$ cat config.mk
export PLATFORM = sky130hd
export DESIGN_NAME = uart_irq_ident
export DESIGN_NICKNAME = d
export VERILOG_FILES = /design/src/rtl/uart_irq_pkg.sv /design/src/rtl/uart_irq_trig.sv /design/src/rtl/uart_irq_rxto.sv /design/src/rtl/uart_irq_encode.sv /design/src/rtl/uart_irq_ident.sv
export SDC_FILE = /design/constraint.sdc
export NUM_CORES = 1
export LEC_CHECK = 0
export BUFFER_PORTS_ARGS = -buffer_cell sky130_fd_sc_hd__buf_2
export CAP_MARGIN = 0
export CORE_MARGIN = 2
export CORE_UTILIZATION = 45
export CTS_CLUSTER_DIAMETER = 30
export DETAILED_ROUTE_END_ITERATION = 6
export PLACE_DENSITY = 0.77
export SYNTH_ARGS = -nofsm -noshare
export SYNTH_HDL_FRONTEND = slang
export SYNTH_SLANG_ARGS = --single-unit
$ cat constraint.sdc
create_clock -name clk -period 1.4 [get_ports clk]
set_input_delay 0.14 -clock clk [delete_from_list [all_inputs] [get_ports clk]]
set_output_delay 0.14 -clock clk [all_outputs]
set_load 0.01 [all_outputs]
$ cat src/rtl/uart_irq_pkg.sv
package uart_irq_pkg;
  localparam logic [3:0] ID_MODEM   = 4'h0;
  localparam logic [3:0] ID_NONE    = 4'h1;
  localparam logic [3:0] ID_TX_SLOT = 4'h2;
  localparam logic [3:0] ID_RX_DATA = 4'h4;
  localparam logic [3:0] ID_LINE    = 4'h6;
  localparam logic [3:0] ID_RX_TMO  = 4'hC;

  typedef struct packed {
    logic line;
    logic tmo;
    logic rxd;
    logic txs;
    logic mdm;
  } cause_t;

  function automatic logic id_legal(input logic [3:0] id);
    return id == ID_MODEM || id == ID_NONE || id == ID_TX_SLOT ||
           id == ID_RX_DATA || id == ID_LINE || id == ID_RX_TMO;
  endfunction
endpackage

$ cat src/rtl/uart_irq_trig.sv
module uart_irq_trig #(
  parameter int DEPTH   = 16,
  parameter bit FINE_EN = 1'b1,
  localparam int CNT_W  = $clog2(DEPTH + 1)
) (
  input  logic             fine_mode,
  input  logic [4:0]       tx_level,
  input  logic [4:0]       rx_level,
  input  logic [CNT_W-1:0] tx_count,
  input  logic [CNT_W-1:0] rx_count,
  output logic             tx_trig,
  output logic             rx_trig
);
  localparam int TX_Q3 = (3 * DEPTH) / 4;
  localparam int TX_H  = DEPTH / 2;
  localparam int TX_Q1 = DEPTH / 4;
  localparam int RX_Q1 = DEPTH / 4 - 1;
  localparam int RX_H  = DEPTH / 2 - 1;
  localparam int RX_HI = (7 * DEPTH) / 8 - 1;

  logic tx_coarse, rx_coarse;
  int   txc, rxc;

  assign txc = 32'(tx_count);
  assign rxc = 32'(rx_count);

  always_comb begin
    case (tx_level[1:0])
      2'd0:    tx_coarse = txc < DEPTH;
      2'd1:    tx_coarse = txc < TX_Q3;
      2'd2:    tx_coarse = txc < TX_H;
      default: tx_coarse = txc < TX_Q1;
    endcase
    case (rx_level[1:0])
      2'd0:    rx_coarse = rxc > 0;
      2'd1:    rx_coarse = rxc > RX_Q1;
      2'd2:    rx_coarse = rxc > RX_H;
      default: rx_coarse = rxc > RX_HI;
    endcase
  end

  generate
    if (FINE_EN) begin : g_fine
      logic tx_fine, rx_fine;
      assign tx_fine = txc <= 32'(tx_level);
      assign rx_fine = rxc >  32'(rx_level);
      assign tx_trig = fine_mode ? tx_fine : tx_coarse;
      assign rx_trig = fine_mode ? rx_fine : rx_coarse;
    end else begin : g_coarse
      assign tx_trig = tx_coarse;
      assign rx_trig = rx_coarse;
    end
  endgenerate
endmodule

$ cat src/rtl/uart_irq_rxto.sv
module uart_irq_rxto #(
  parameter int DEPTH         = 16,
  parameter int TIMEOUT_CHARS = 4,
  localparam int CNT_W = $clog2(DEPTH + 1),
  localparam int TW    = $clog2(TIMEOUT_CHARS + 1)
) (
  input  logic             clk,
  input  logic             rst,
  input  logic [CNT_W-1:0] rx_count,
  input  logic             rx_push,
  input  logic             rx_pop,
  input  logic             char_tick,
  output logic             timeout
);
  localparam logic [TW-1:0] LIMIT = TW'(TIMEOUT_CHARS);
  logic [TW-1:0] quiet;

  always_ff @(posedge clk) begin
    if (rst || rx_push || rx_pop || rx_count == '0) quiet <= '0;
    else if (char_tick && quiet != LIMIT)            quiet <= quiet + 1'b1;
  end

  assign timeout = (quiet == LIMIT) && (rx_count != '0);

  a_r5_quiet_bounded: assert property (@(posedge clk) disable iff (rst)
    quiet <= LIMIT);
  a_r5_no_tmo_when_empty: assert property (@(posedge clk) disable iff (rst)
    rx_count == '0 |-> !timeout);
  a_r5_activity_restarts: assert property (@(posedge clk) disable iff (rst)
    (rx_push || rx_pop) |=> quiet == '0);
endmodule

$ cat src/rtl/uart_irq_encode.sv
module uart_irq_encode
  import uart_irq_pkg::*;
(
  input  cause_t     cause,
  output logic [3:0] id
);
  always_comb begin
    if      (cause.line) id = ID_LINE;
    else if (cause.tmo)  id = ID_RX_TMO;
    else if (cause.rxd)  id = ID_RX_DATA;
    else if (cause.txs)  id = ID_TX_SLOT;
    else if (cause.mdm)  id = ID_MODEM;
    else                 id = ID_NONE;
  end
endmodule

$ cat src/rtl/uart_irq_ident.sv
module uart_irq_ident
  import uart_irq_pkg::*;
#(
  parameter int DEPTH         = 16,
  parameter int TIMEOUT_CHARS = 4,
  parameter bit FINE_EN       = 1'b1,
  localparam int CNT_W = $clog2(DEPTH + 1)
) (
  input  logic             clk,
  input  logic             rst,
  input  logic             fine_mode,
  input  logic [4:0]       tx_level,
  input  logic [4:0]       rx_level,
  input  logic [CNT_W-1:0] tx_count,
  input  logic [CNT_W-1:0] rx_count,
  input  logic             tx_write,
  input  logic             rx_push,
  input  logic             rx_pop,
  input  logic             char_tick,
  input  logic             ls_error,
  input  logic             ls_read,
  input  logic             modem_change,
  input  logic             modem_read,
  input  logic             auto_flow,
  output logic [3:0]       irq_id,
  output logic             irq_pending
);
  logic   tx_trig, rx_trig, tx_trig_q, tmo;
  cause_t pend, masked;
  logic [3:0] next_id;

  uart_irq_trig #(.DEPTH(DEPTH), .FINE_EN(FINE_EN)) u_trig (
    .fine_mode(fine_mode), .tx_level(tx_level), .rx_level(rx_level),
    .tx_count(tx_count), .rx_count(rx_count),
    .tx_trig(tx_trig), .rx_trig(rx_trig)
  );

  uart_irq_rxto #(.DEPTH(DEPTH), .TIMEOUT_CHARS(TIMEOUT_CHARS)) u_rxto (
    .clk(clk), .rst(rst), .rx_count(rx_count), .rx_push(rx_push),
    .rx_pop(rx_pop), .char_tick(char_tick), .timeout(tmo)
  );

  always_ff @(posedge clk) begin
    if (rst) begin
      pend      <= '0;
      tx_trig_q <= 1'b0;
    end else begin
      tx_trig_q <= tx_trig;
      pend.rxd  <= rx_trig;
      pend.tmo  <= tmo;
      if (ls_error)     pend.line <= 1'b1;
      else if (ls_read) pend.line <= 1'b0;
      if (tx_write)                    pend.txs <= 1'b0;
      else if (tx_trig && !tx_trig_q)  pend.txs <= 1'b1;
      if (modem_change && !auto_flow)  pend.mdm <= 1'b1;
      else if (modem_read)             pend.mdm <= 1'b0;
    end
  end

  always_comb begin
    masked     = pend;
    masked.mdm = pend.mdm && !auto_flow;
  end

  uart_irq_encode u_enc (.cause(masked), .id(next_id));

  always_ff @(posedge clk) begin
    if (rst) begin
      irq_id      <= ID_NONE;
      irq_pending <= 1'b0;
    end else begin
      irq_id      <= next_id;
      irq_pending <= !next_id[0];
    end
  end

  a_r10_id_legal: assert property (@(posedge clk) disable iff (rst)
    id_legal(irq_id));
  a_r10_pending_matches_id: assert property (@(posedge clk) disable iff (rst)
    irq_pending == !irq_id[0]);
  a_r6_write_clears_tx: assert property (@(posedge clk) disable iff (rst)
    tx_write |=> !pend.txs);
  a_r7_error_sets_line: assert property (@(posedge clk) disable iff (rst)
    ls_error |=> pend.line);
  a_r9_line_wins: assert property (@(posedge clk) disable iff (rst)
    pend.line |=> irq_id == ID_LINE);
  a_r8_modem_hidden: assert property (@(posedge clk) disable iff (rst)
    auto_flow |=> irq_id != ID_MODEM);
endmodule

==> summary by stage <==
Power
Net switching is 25.28% of the power. The part of the total power dissipated in the clock network is between 30 and 40%. In this run the power spent charging and discharging nets is 0.0002297 W. The highest ir drop seen on vdd is 0.3506 mV. Summing internal, switching and leakage power gives about 0.00091 W.

Sequential cells burn 47.3% of the power. In this run, the combinational gates consume around 22% of the power. For this design the ratio of total power to cell area is around 840 mW/mm².

Summed over all cells, the static leakage comes to a little under 0.6 nW. Cell internal power was estimated by the tool at 0.0006787 W.

Floorplanning
In this run the core area contains 15 standard-cell rows. Once the floorplan was initialized, standard cells occupied 48.17% of the core. The area inside the core boundary is 0.001745 mm².

From bottom edge to top edge, the die measures 47.23 µm. The die covers 0.002230 mm². In this run the horizontal extent of the chip is 47.23 µm. The count of pins on the block boundary is 37.

Run status
The run finished with clean final reports.

Synth
The average instance area after synthesis is 8.243 µm². After synthesis, the share of flip-flops with an asynchronous set or reset is 0%. The synthesized netlist occupies a cell area of ~840 µm². The synthesized netlist net count is 146. The number of distinct library cells after synthesis is 32. The number of synthesized flops with an enable pin is 0.

The cell count after synthesis is 102. The portion of the post-synthesis area used by sequential elements is 33.33%. The number of warning messages in the yosys log is 0. The most used flip-flop cell after synthesis is dfxtp_1. The register bit total from synthesis is 14.

Placed design
Detailed placement ended at an HPWL of between 1 and 1.5 mm. The number of placed instances, taps included, is 162. In this run the tool buffered the top-level ports with 36 buffer cells. The weighted congestion reported at the end of routability-driven placement is approximately 0.7.

STA
Adding up every negative setup slack in the final design gives 0 ps. The transition time at the pin with the least slew margin is 261.2 ps. Measured against its own limit, the worst slew margin works out to between 80 and 90%. The setup-violating endpoint count in the final report is 0. Derived from the worst setup path, the maximum achievable clock frequency is 817.2 MHz. The setup clock skew after layout is 4.658 ps. The final number of hold-violating endpoints came to 0.

On the final layout, the worst hold slack is 67.60 ps. The final clock period utilization by the worst path is between 80 and 90%. The max-slew violation total from the final report is 0.

Setup repair after global routing left no endpoint under its margin. The smallest clock period supported by the final layout is computed as approximately 1200 ps.

Clock network
The number of buffers created by CTS is 3. At the later pin of the worst-skew pair, clock insertion delay measures 270 ps. The number of levels in the clock H-tree is 1.

The clock passes through at most 2 buffers. For this design, the sink count on the clock tree is 14. The post-CTS clock slew at the launch and capture registers of the worst setup and hold paths is 80 ps. TritonCTS built the clock tree. The CTS root buffer is clkbuf_4.

Final layout
The fraction of the core area covered by cells at the end of the flow is 62.15%. Compared with the post-synthesis result, the final layout area differs by 29.02%. The final instance count without filler cells is 166.

The total inserted antenna cells is 0. The layout cell share with drive strength beyond 1 is a little over 30%. The net count of the finished layout is 186.

Fill cells in the final layout number 170.

Critical path
For the worst setup path, the data arrival time is approximately 1400 ps. At the worst endpoint, the required time is 1570 ps. The worst setup path is launched from a flop.

The type of destination of the critical path is a flop. The peak fanout along the critical path is 3. The critical path is of the flop to flop type.

Global routing
The total track usage is 16.13%. The via count of the first global-routing pass was roughly 690. The overflow left after global routing is 0. The pin count of the biggest net entering global routing is 11. The first global-routing pass estimated ~2.6 mm of wire. The number of antenna violations at the first check in global routing is 0.

Route
The first TritonRoute pass finished after 4 iterations. The number of routed nets with antenna violations is 0. Wires add up to 1.602 mm.

For this block, the initial DRC count from the detailed router was 10. The number of vias after detailed routing is 814. The wire length per cell after detailed routing is 9.651 µm.

In the routed design, unresolved DRC markers number 0. In the routed layout, each cell is associated on average with a via count of 4.904.

Run
Across the run, the number of max-cap violations was 0.

Min path
In this run the worst hold path is classified as primary input to flop.
-- final timing paths --
path                                        to  cells after the start                         start  slack [ps]
hold / removal          masked[4]$_SDFFE_PP0P_                      3                      ls_error          70
setup reg to reg  u_rxto.quiet[1]$_SDFFE_PP0P_                      6  u_rxto.quiet[0]$_SDFFE_PP0P_         180
hold reg to reg           irq_id[3]$_SDFF_PP0_                      1          masked[3]$_SDFF_PP0_         500
setup / recovery  u_rxto.quiet[1]$_SDFFE_PP0P_                      6  u_rxto.quiet[0]$_SDFFE_PP0P_         180
-- kinds of logic (layout without fill, tap and decap cells) --
| family | count (synthesis) | count (layout) | synth area share [%] |
|---|---|---|---|
| buffers and inverters | 19 | 58 | 8.481 |
| adder cells (fa/ha/maj) | 12 | 12 | 17.86 |
| AO/OA/AOI/OAI | 25 | 25 | 21.28 |
| XOR/XNOR | 1 | 1 | 1.042 |
| AND/OR/NAND/NOR | 31 | 31 | 18.01 |
| flip-flops | 14 | 14 | 33.33 |
-- power by group through the flow --
stage	combinational (W)	sequential (W)	clock (W)
floorplan	0.000112	0.000443	0
global placement	0.000194	0.000438	0
detailed placement	0.000200	0.000439	0
CTS	0.000201	0.000430	0.000285
global route	0.000230	0.000432	0.000297
finish	0.000199	0.000430	0.000280
-- flip-flops by register name, indices dropped and copies added, names as in the netlist --
name          cells
irq_pending       1
u_rxto.quiet      3
pend              1
masked            4
tx_trig_q         1
irq_id            4
-- synthesized netlist by cell type (all sizes together) (2+ instances only) --
cell type | instances | area, µm²
a311oi | 2 | 23.77
inv | 18 | 67.56
dfxtp | 14 | 280.3
nand2 | 3 | 11.26
a21o | 3 | 22.52
nand3 | 3 | 15.01
nor2b | 2 | 12.51
nor3 | 3 | 15.01
ha | 12 | 150.1
nor2 | 13 | 48.80
a21oi | 10 | 53.80
or2 | 2 | 12.52
-- cell type report --
| class | instances | area (µm²) | area share, % |
|---|---|---|---|
| inverter | 18 | 67.56 | 6.228 |
| multi-input combinational | 69 | 489.2 | 45.10 |
| timing repair buffer | 36 | 180.2 | 16.61 |
| tap | 25 | 31.28 | 2.884 |
| sequential | 14 | 280.3 | 25.84 |
| clock buffer | 4 | 36.28 | 3.345 |
-- stage by stage --
stage	cell area [µm²]	worst slack, ps
after floorplan	840.8	154.5
after global placement	1049	38.97
after detailed placement	1049	-5.932
after CTS	1085	69.45
after global routing	1085	75.01
final	1085	176.3
-- cell usage in the layout (no fill, tap or decap), types with 9 or more instances in the layout --
cell type  count
nor2_1        13
buf_2         36
inv_1         18
ha_1          12
dfxtp_1       14
a21oi_1        9
-- critical path: stages, from the launching register on --
cell and delay, ps:
dfxtp_1 370, inv_1 60, ha_1 210, a21boi_1 260, nor2_1 70, a21oi_1 110
nor2_1 50
-- routing by layer --
layer	routed length, µm	vias up	GRT usage (%)
met1	747	356	18.71
met5	0	-	0
met3	73	0	1.154
met2	781	24	29.19
li1	-	434	-
met4	0	0	8.333
-- what timing repair did --
action                                  4_1_cts  5_1_grt
hold buffers                                  0        0
setup buffers                                 0        0
endpoints found under the setup margin        0        2
gates resized for setup                       0        1
Power figures use the tool's default switching activity.
